[config.mk]
export PLATFORM = sky130hd
export DESIGN_NAME = gpio_port_ctrl
export DESIGN_NICKNAME = d
export VERILOG_FILES = /design/src/rtl/gpio_pkg.sv /design/src/rtl/gpio_rst_sync.sv /design/src/rtl/gpio_cfg_regs.sv /design/src/rtl/gpio_pad_drive.sv /design/src/rtl/gpio_in_sample.sv /design/src/rtl/gpio_port_ctrl.sv
export SDC_FILE = /design/constraint.sdc
export NUM_CORES = 1
export LEC_CHECK = 0
export ABC_AREA = 1
export ABC_CLOCK_PERIOD_IN_PS = 3040
export BUFFER_PORTS_ARGS = -buffer_cell sky130_fd_sc_hd__buf_2
export CAP_MARGIN = 20
export CORE_ASPECT_RATIO = 1.1
export CORE_MARGIN = 5
export CORE_UTILIZATION = 35
export DETAILED_ROUTE_END_ITERATION = 7
export PLACE_DENSITY = 0.58
export SYNTH_ARGS = -nofsm -noshare
export SYNTH_HDL_FRONTEND = slang
export SYNTH_HIERARCHICAL = 1
export SYNTH_SLANG_ARGS = --single-unit
[constraint.sdc]
create_clock -name clk -period 3.04 [get_ports clk]
set_input_delay 0.456 -clock clk [delete_from_list [all_inputs] [get_ports clk]]
set_output_delay 0.456 -clock clk [all_outputs]
set_load 0.1 [all_outputs]
[src/rtl/gpio_pkg.sv]
package gpio_pkg;
  localparam int GPIO_AW = 3;

  typedef enum logic [GPIO_AW-1:0] {
    REG_DIR  = 3'd0,
    REG_LAT  = 3'd1,
    REG_PIN  = 3'd2,
    REG_ODN  = 3'd3,
    REG_ASEL = 3'd4
  } gpio_reg_e;
endpackage

[src/rtl/gpio_rst_sync.sv]
module gpio_rst_sync #(
  parameter int STAGES = 2
) (
  input  logic clk,
  input  logic rst_ni,
  output logic rst_no
);
  logic [STAGES-1:0] sync_q;
  logic [STAGES-1:0] sync_d;

  always_comb begin
    sync_d = {sync_q[STAGES-2:0], 1'b1};
  end

  always_ff @(posedge clk or negedge rst_ni) begin
    if (!rst_ni) sync_q <= '0;
    else         sync_q <= sync_d;
  end

  assign rst_no = sync_q[STAGES-1];
endmodule

[src/rtl/gpio_cfg_regs.sv]
module gpio_cfg_regs
  import gpio_pkg::*;
#(
  parameter int               NPIN     = 16,
  parameter logic [NPIN-1:0]  ANA_MASK = '1
) (
  input  logic               clk,
  input  logic               rst_n,
  input  logic               we,
  input  logic [GPIO_AW-1:0] addr,
  input  logic [NPIN-1:0]    wdata,
  output logic [NPIN-1:0]    dir_q,
  output logic [NPIN-1:0]    lat_q,
  output logic [NPIN-1:0]    odn_q,
  output logic [NPIN-1:0]    asel_q
);
  logic dir_en, lat_en, odn_en, asel_en;
  logic [NPIN-1:0] dir_d, lat_d, odn_d, asel_d;

  always_comb begin
    dir_en  = 1'b0;
    lat_en  = 1'b0;
    odn_en  = 1'b0;
    asel_en = 1'b0;
    if (we) begin
      case (gpio_reg_e'(addr))
        REG_DIR:          dir_en  = 1'b1;
        REG_LAT, REG_PIN: lat_en  = 1'b1;
        REG_ODN:          odn_en  = 1'b1;
        REG_ASEL:         asel_en = 1'b1;
        default: ;
      endcase
    end
    dir_d  = dir_en  ? wdata : dir_q;
    lat_d  = lat_en  ? wdata : lat_q;
    odn_d  = odn_en  ? wdata : odn_q;
    asel_d = asel_en ? (wdata & ANA_MASK) : asel_q;
  end

  always_ff @(posedge clk or negedge rst_n) begin
    if (!rst_n) begin
      dir_q  <= '1;
      lat_q  <= '0;
      odn_q  <= '0;
      asel_q <= ANA_MASK;
    end else begin
      dir_q  <= dir_d;
      lat_q  <= lat_d;
      odn_q  <= odn_d;
      asel_q <= asel_d;
    end
  end


  lat_write_chk: assert property (@(posedge clk) disable iff (!rst_n)
    (we && (addr == REG_PIN || addr == REG_LAT)) |=> (lat_q == $past(wdata)));


  asel_mask_chk: assert property (@(posedge clk) disable iff (!rst_n)
    (we && addr == REG_ASEL) |=> ((asel_q & ~ANA_MASK) == '0));
endmodule

[src/rtl/gpio_pad_drive.sv]
module gpio_pad_drive #(
  parameter int NPIN = 16
) (
  input  logic [NPIN-1:0] dir_q,
  input  logic [NPIN-1:0] lat_q,
  input  logic [NPIN-1:0] odn_q,
  input  logic [NPIN-1:0] asel_q,
  output logic [NPIN-1:0] pad_oe,
  output logic [NPIN-1:0] pad_out
);
  for (genvar i = 0; i < NPIN; i++) begin : g_pin
    logic digital_out;
    always_comb begin
      digital_out = ~dir_q[i] & ~asel_q[i];
      pad_oe[i]   = digital_out & (~odn_q[i] | ~lat_q[i]);
      pad_out[i]  = odn_q[i] ? 1'b0 : lat_q[i];
    end
  end
endmodule

[src/rtl/gpio_in_sample.sv]
module gpio_in_sample #(
  parameter int NPIN = 16
) (
  input  logic            clk,
  input  logic            rst_n,
  input  logic [NPIN-1:0] pad_in,
  input  logic [NPIN-1:0] asel_q,
  output logic [NPIN-1:0] pin_val
);
  logic [NPIN-1:0] pad_q;
  logic [NPIN-1:0] pad_d;

  always_comb pad_d = pad_in;

  always_ff @(posedge clk or negedge rst_n) begin
    if (!rst_n) pad_q <= '0;
    else        pad_q <= pad_d;
  end

  always_comb pin_val = pad_q & ~asel_q;


  pad_stage_chk: assert property (@(posedge clk) disable iff (!rst_n)
    $past(rst_n) |-> (pad_q == $past(pad_in)));
endmodule

[src/rtl/gpio_port_ctrl.sv]
module gpio_port_ctrl
  import gpio_pkg::*;
#(
  parameter int              NPIN     = 16,
  parameter logic [NPIN-1:0] ANA_MASK = 16'hF00F,
  parameter int              SYNC_STG = 2
) (
  input  logic               clk,
  input  logic               rst_ni,
  input  logic               bus_we,
  input  logic [GPIO_AW-1:0] bus_addr,
  input  logic [NPIN-1:0]    bus_wdata,
  output logic [NPIN-1:0]    bus_rdata,
  input  logic [NPIN-1:0]    pad_in,
  output logic [NPIN-1:0]    pad_oe,
  output logic [NPIN-1:0]    pad_out
);
  logic rst_n;
  logic [NPIN-1:0] dir_q, lat_q, odn_q, asel_q, pin_val;

  gpio_rst_sync #(.STAGES(SYNC_STG)) u_rst (
    .clk(clk), .rst_ni(rst_ni), .rst_no(rst_n));

  gpio_cfg_regs #(.NPIN(NPIN), .ANA_MASK(ANA_MASK)) u_regs (
    .clk(clk), .rst_n(rst_n), .we(bus_we), .addr(bus_addr),
    .wdata(bus_wdata), .dir_q(dir_q), .lat_q(lat_q),
    .odn_q(odn_q), .asel_q(asel_q));

  gpio_pad_drive #(.NPIN(NPIN)) u_drive (
    .dir_q(dir_q), .lat_q(lat_q), .odn_q(odn_q), .asel_q(asel_q),
    .pad_oe(pad_oe), .pad_out(pad_out));

  gpio_in_sample #(.NPIN(NPIN)) u_sample (
    .clk(clk), .rst_n(rst_n), .pad_in(pad_in),
    .asel_q(asel_q), .pin_val(pin_val));

  always_comb begin
    case (gpio_reg_e'(bus_addr))
      REG_DIR:  bus_rdata = dir_q;
      REG_LAT:  bus_rdata = lat_q;
      REG_PIN:  bus_rdata = pin_val;
      REG_ODN:  bus_rdata = odn_q;
      REG_ASEL: bus_rdata = asel_q;
      default:  bus_rdata = '0;
    endcase
  end


  analog_off_chk: assert property (@(posedge clk) disable iff (!rst_n)
    (pad_oe & asel_q) == '0);


  od_low_only_chk: assert property (@(posedge clk) disable iff (!rst_n)
    (pad_oe & odn_q & pad_out) == '0);


  pin_analog_zero_chk: assert property (@(posedge clk) disable iff (!rst_n)
    (bus_addr == REG_PIN) |-> ((bus_rdata & asel_q) == '0));
endmodule

==> impl_metrics.yaml <==
run_status:
  run_status: "completed"
floorplanning:
  io_pins: 86
  initial_core_util_pct: 35.8
  rows: 42
  floorplan.core_area_um2: 12100
  die_width_um: 116
  die_area_um2: 14700
  chipHeight_um: 127
finish:
  antennaDiodeCount: 0
  n_fill_cell: 1299
  layout-drive-gt1-share_pct: 30.3
  register_area_um2: 1890
  final_net_count: 660
  syn_to_final_growth_pct: 16.0
  multiInputGateArea_um2: 1870
power:
  power.switching_fraction_pct: 44.1
  vdd_drop_max_mv: 0.338
  total_leakage_power_uw: 0.00278
  fin_total_pwr_uw: 3890
  power_density_nw_per_um2: 775
  comb_power_share_pct: 36.6
  sequentialPowerShare_pct: 34.8
  p_int_uw: 2170
  clock_network_fraction_of_total_power_pct: 28.6
  netSwitchingPower_uw: 1720
synthesis:
  ys_top_cells_by_area: "dfrtp_1 (29%), nand2_1 (15%), dfstp_2 (15%)"
  number_of_flops_mapped_to_enable_cells_by_yosys: 0
  synthesis.area_um2: 4330
  ys_seq_area_share_pct: 43.5
  synth.lib_cells_used.distinct: 26
  syn-instance-count: 548
  netlist.area_leader.share_pct: 28.9
  synth_top_cell_by_area: "dfrtp_1"
  ys.warnings.count: 6
  synth_async_sr_flop_share_pct: 100
  yosys_register_bits: 74
  synth_ff_type: "dfrtp_1"
  syn_avg_cell_area_um2: 7.89
timing:
  fin_worst_skew_ns: 0.00635
  final_max_slew_viol_count: 0
  hold_violations: 0
  grt_setup_unrepaired: "no"
  fraction_of_the_cycle_the_final_worst_path_needs_pct: 76.5
  fin_worst_hold_slack_ns: 0.227
  timing.final.setup_violations: 0
  fin_setup_tns_ns: 0
  post-route-min-period_ns: 2.33
  maximum_frequency_from_static_timing_analysis_mhz: 430
  worst_slew_pin_slew_ns: 0.949
  maxSlewHeadroom_pct: 36.7
clock_network:
  cts_root_buf: "clkbuf_16"
  clock_transition_time_at_the_flip_flop_clock_pins_of_the_worst_setup_and_hold_paths_ns: 0.06
  h-tree-depth: 3
  clk_latency_ns: 0.33
  tritoncts_clock_tree: "yes"
  post_cts.repair.setup_buffers: 0
  cts_made_buffers: 9
  clockBufferDepth: 2
  number_of_clock_sinks_seen_by_cts: 74
global_routing:
  overflow: 0
  first_global_vias: 3661
  grt_max_degree: 73
  grt_antenna_before_repair: 0
  grt_usage_pct: 15.8
  grt_pass1_wl_um: 18100
detailed_routing:
  totalWireLength_um: 11100
  drt.antenna.violating_nets: 0
  first_pass_iters: 5
  detail_route.vias_per_cell: 4.59
  drt_iter0_drc: 188
  number_of_vias_in_the_routed_layout: 3587
  post-route-drc-count: 0
  routed_wire_length_per_instance_um: 14.3
job:
  max_cap_viol_count: 0
hold_path:
  worstHoldPathType: "in2reg"
  worst_hold_path.num_cells: 1
worst_setup_path:
  crit_arrival_ns: 1.87
  worstPathMaxFanout: 32
  worstSetupStartpointType: "input port"
  crit_slowest_cell: "nor2_8"
  worst_setup_path_end_kind: "primary output"
  rr_endpoint: "u_regs/lat_q[12]$_DFFE_PN0P_"
  worst-r2r-setup-slack_ns: 1.93
  worstPathRequired_ns: 2.58
  setup.worst_path.start: "bus_addr[1]"
  stage_delay_of_the_slowest_cell_on_the_critical_path_ns: 0.43
  reg2reg_from: "u_rst/sync_q[1]$_DFF_PN0_"
  critPathCapture: "bus_rdata[1]"
  worst-setup-path-type: "in2out"
  crit_chain: "buf_2 > nor2_8 > nand3_1 > nand2_1 > nor2_1 > nand2_1 > buf_2"
  r2r_cells: 0
place:
  port-buffer-count: 85
  gpl.final_weighted_congestion: 0.759
  hpwlAfterDp_um: 7290
[power by group through the flow]
stage / Clock, µW / Sequential (µW) / Combinational [µW]
2_1_floorplan: 0 / 1310 / 1250
3_3_place_gp: 0 / 1360 / 1420
3_5_place_dp: 0 / 1370 / 1430
4_1_cts: 1150 / 1350 / 1430
5_1_grt: 1190 / 1380 / 1510
6_report: 1110 / 1350 / 1420
[cells in the mapped netlist, types with 2 or more instances]
cell and count:
o21ai_2 30, conb_1 2, dfrtp_1 50, o21ai_0 2, nor2_1 49, inv_1 69, nand2_1 171, buf_8 4
nand2_4 2, nor2_4 3, buf_2 3, o21ai_1 8, nand3_2 2, nand3_1 61, nand3_4 2, buf_6 14
nor2_8 3, nand4_1 16, nor2_2 16, dfstp_2 24, buf_4 12
[worst max-delay path: cells and delay by family]
kind	cells	cell delay [ns]
and+or+nand+nor	5	0.77
buffers and inverters	2	0.62
[stage by stage]
| stage | area [µm²] | util, % | setup slack, ns | instances |
|---|---|---|---|---|
| detailed placement | 4690 | 38.8 | 0.663 | 764 |
| finish | 5020 | 41.5 | 0.713 | 781 |
| global placement | 4690 | 38.8 | 0.729 | 764 |
| floorplan | 4350 | - | 0.869 | 555 |
| global route | 5020 | 41.5 | 0.579 | 781 |
| CTS | 5020 | 41.5 | 0.708 | 781 |
[how the worst min path moves through the flow]
stage	startpoint	to
finish	pad_in[15]	u_sample/pad_q[15]$_DFF_PN0_
global route	pad_in[2]	u_sample/pad_q[2]$_DFF_PN0_
CTS	pad_in[15]	u_sample/pad_q[15]$_DFF_PN0_
detailed placement	rst_ni	u_rst/sync_q[0]$_DFF_PN0_
global placement	rst_ni	u_rst/sync_q[0]$_DFF_PN0_
floorplan	rst_ni	u_rst/sync_q[0]$_DFF_PN0_
[state kept, by name, indices dropped and copies added, names as in the netlist]
name	flops
u_regs/odn_q	16
u_rst/sync_q	2
u_regs/lat_q	16
u_regs/asel_q	8
u_sample/pad_q	16
u_regs/dir_q	16
[layout make-up]
type	count	area share (%)
multi-input combinational	376	37.2
tap	154	3.84
sequential	74	37.6
clock buffer	15	5.74
inverter	71	5.41
clock inverter	1	0.599
timing repair buffer	90	9.58
[layout by cell type (no fill, tap or decap), types with 16 or more instances in the layout]
cell type  count
dfrtp_1       49
buf_2         84
nor2_1        49
nand4_1       16
o21ai_2       30
inv_1         69
dfstp_2       24
nor2_2        16
nand3_1       61
nand2_1      171
[per-layer routing]
metal	up-vias	wire length (µm)	GRT usage, %
met3	7	558	3.14
met5	-	0	0
met2	89	5740	27.5
met1	1650	4740	18.8
li1	1841	-	-
met4	0	92	6.69
[what timing repair did]
item | CTS | global route
resized for setup | 0 | 0
hold buffers | 1 | 0
hold endpoints to repair | 2 | 0
[cell families (layout without fill, tap and decap cells)]
family	after synthesis	after routing	synth area share (%)
buffers and inverters	105	177	13.9
AO/OA/AOI/OAI	40	40	7.23
flip-flops	74	74	43.5
AND/OR/NAND/NOR	327	327	35.2
other	2	9	0.174
No activity file was read; power rests on OpenSTA's default activity.
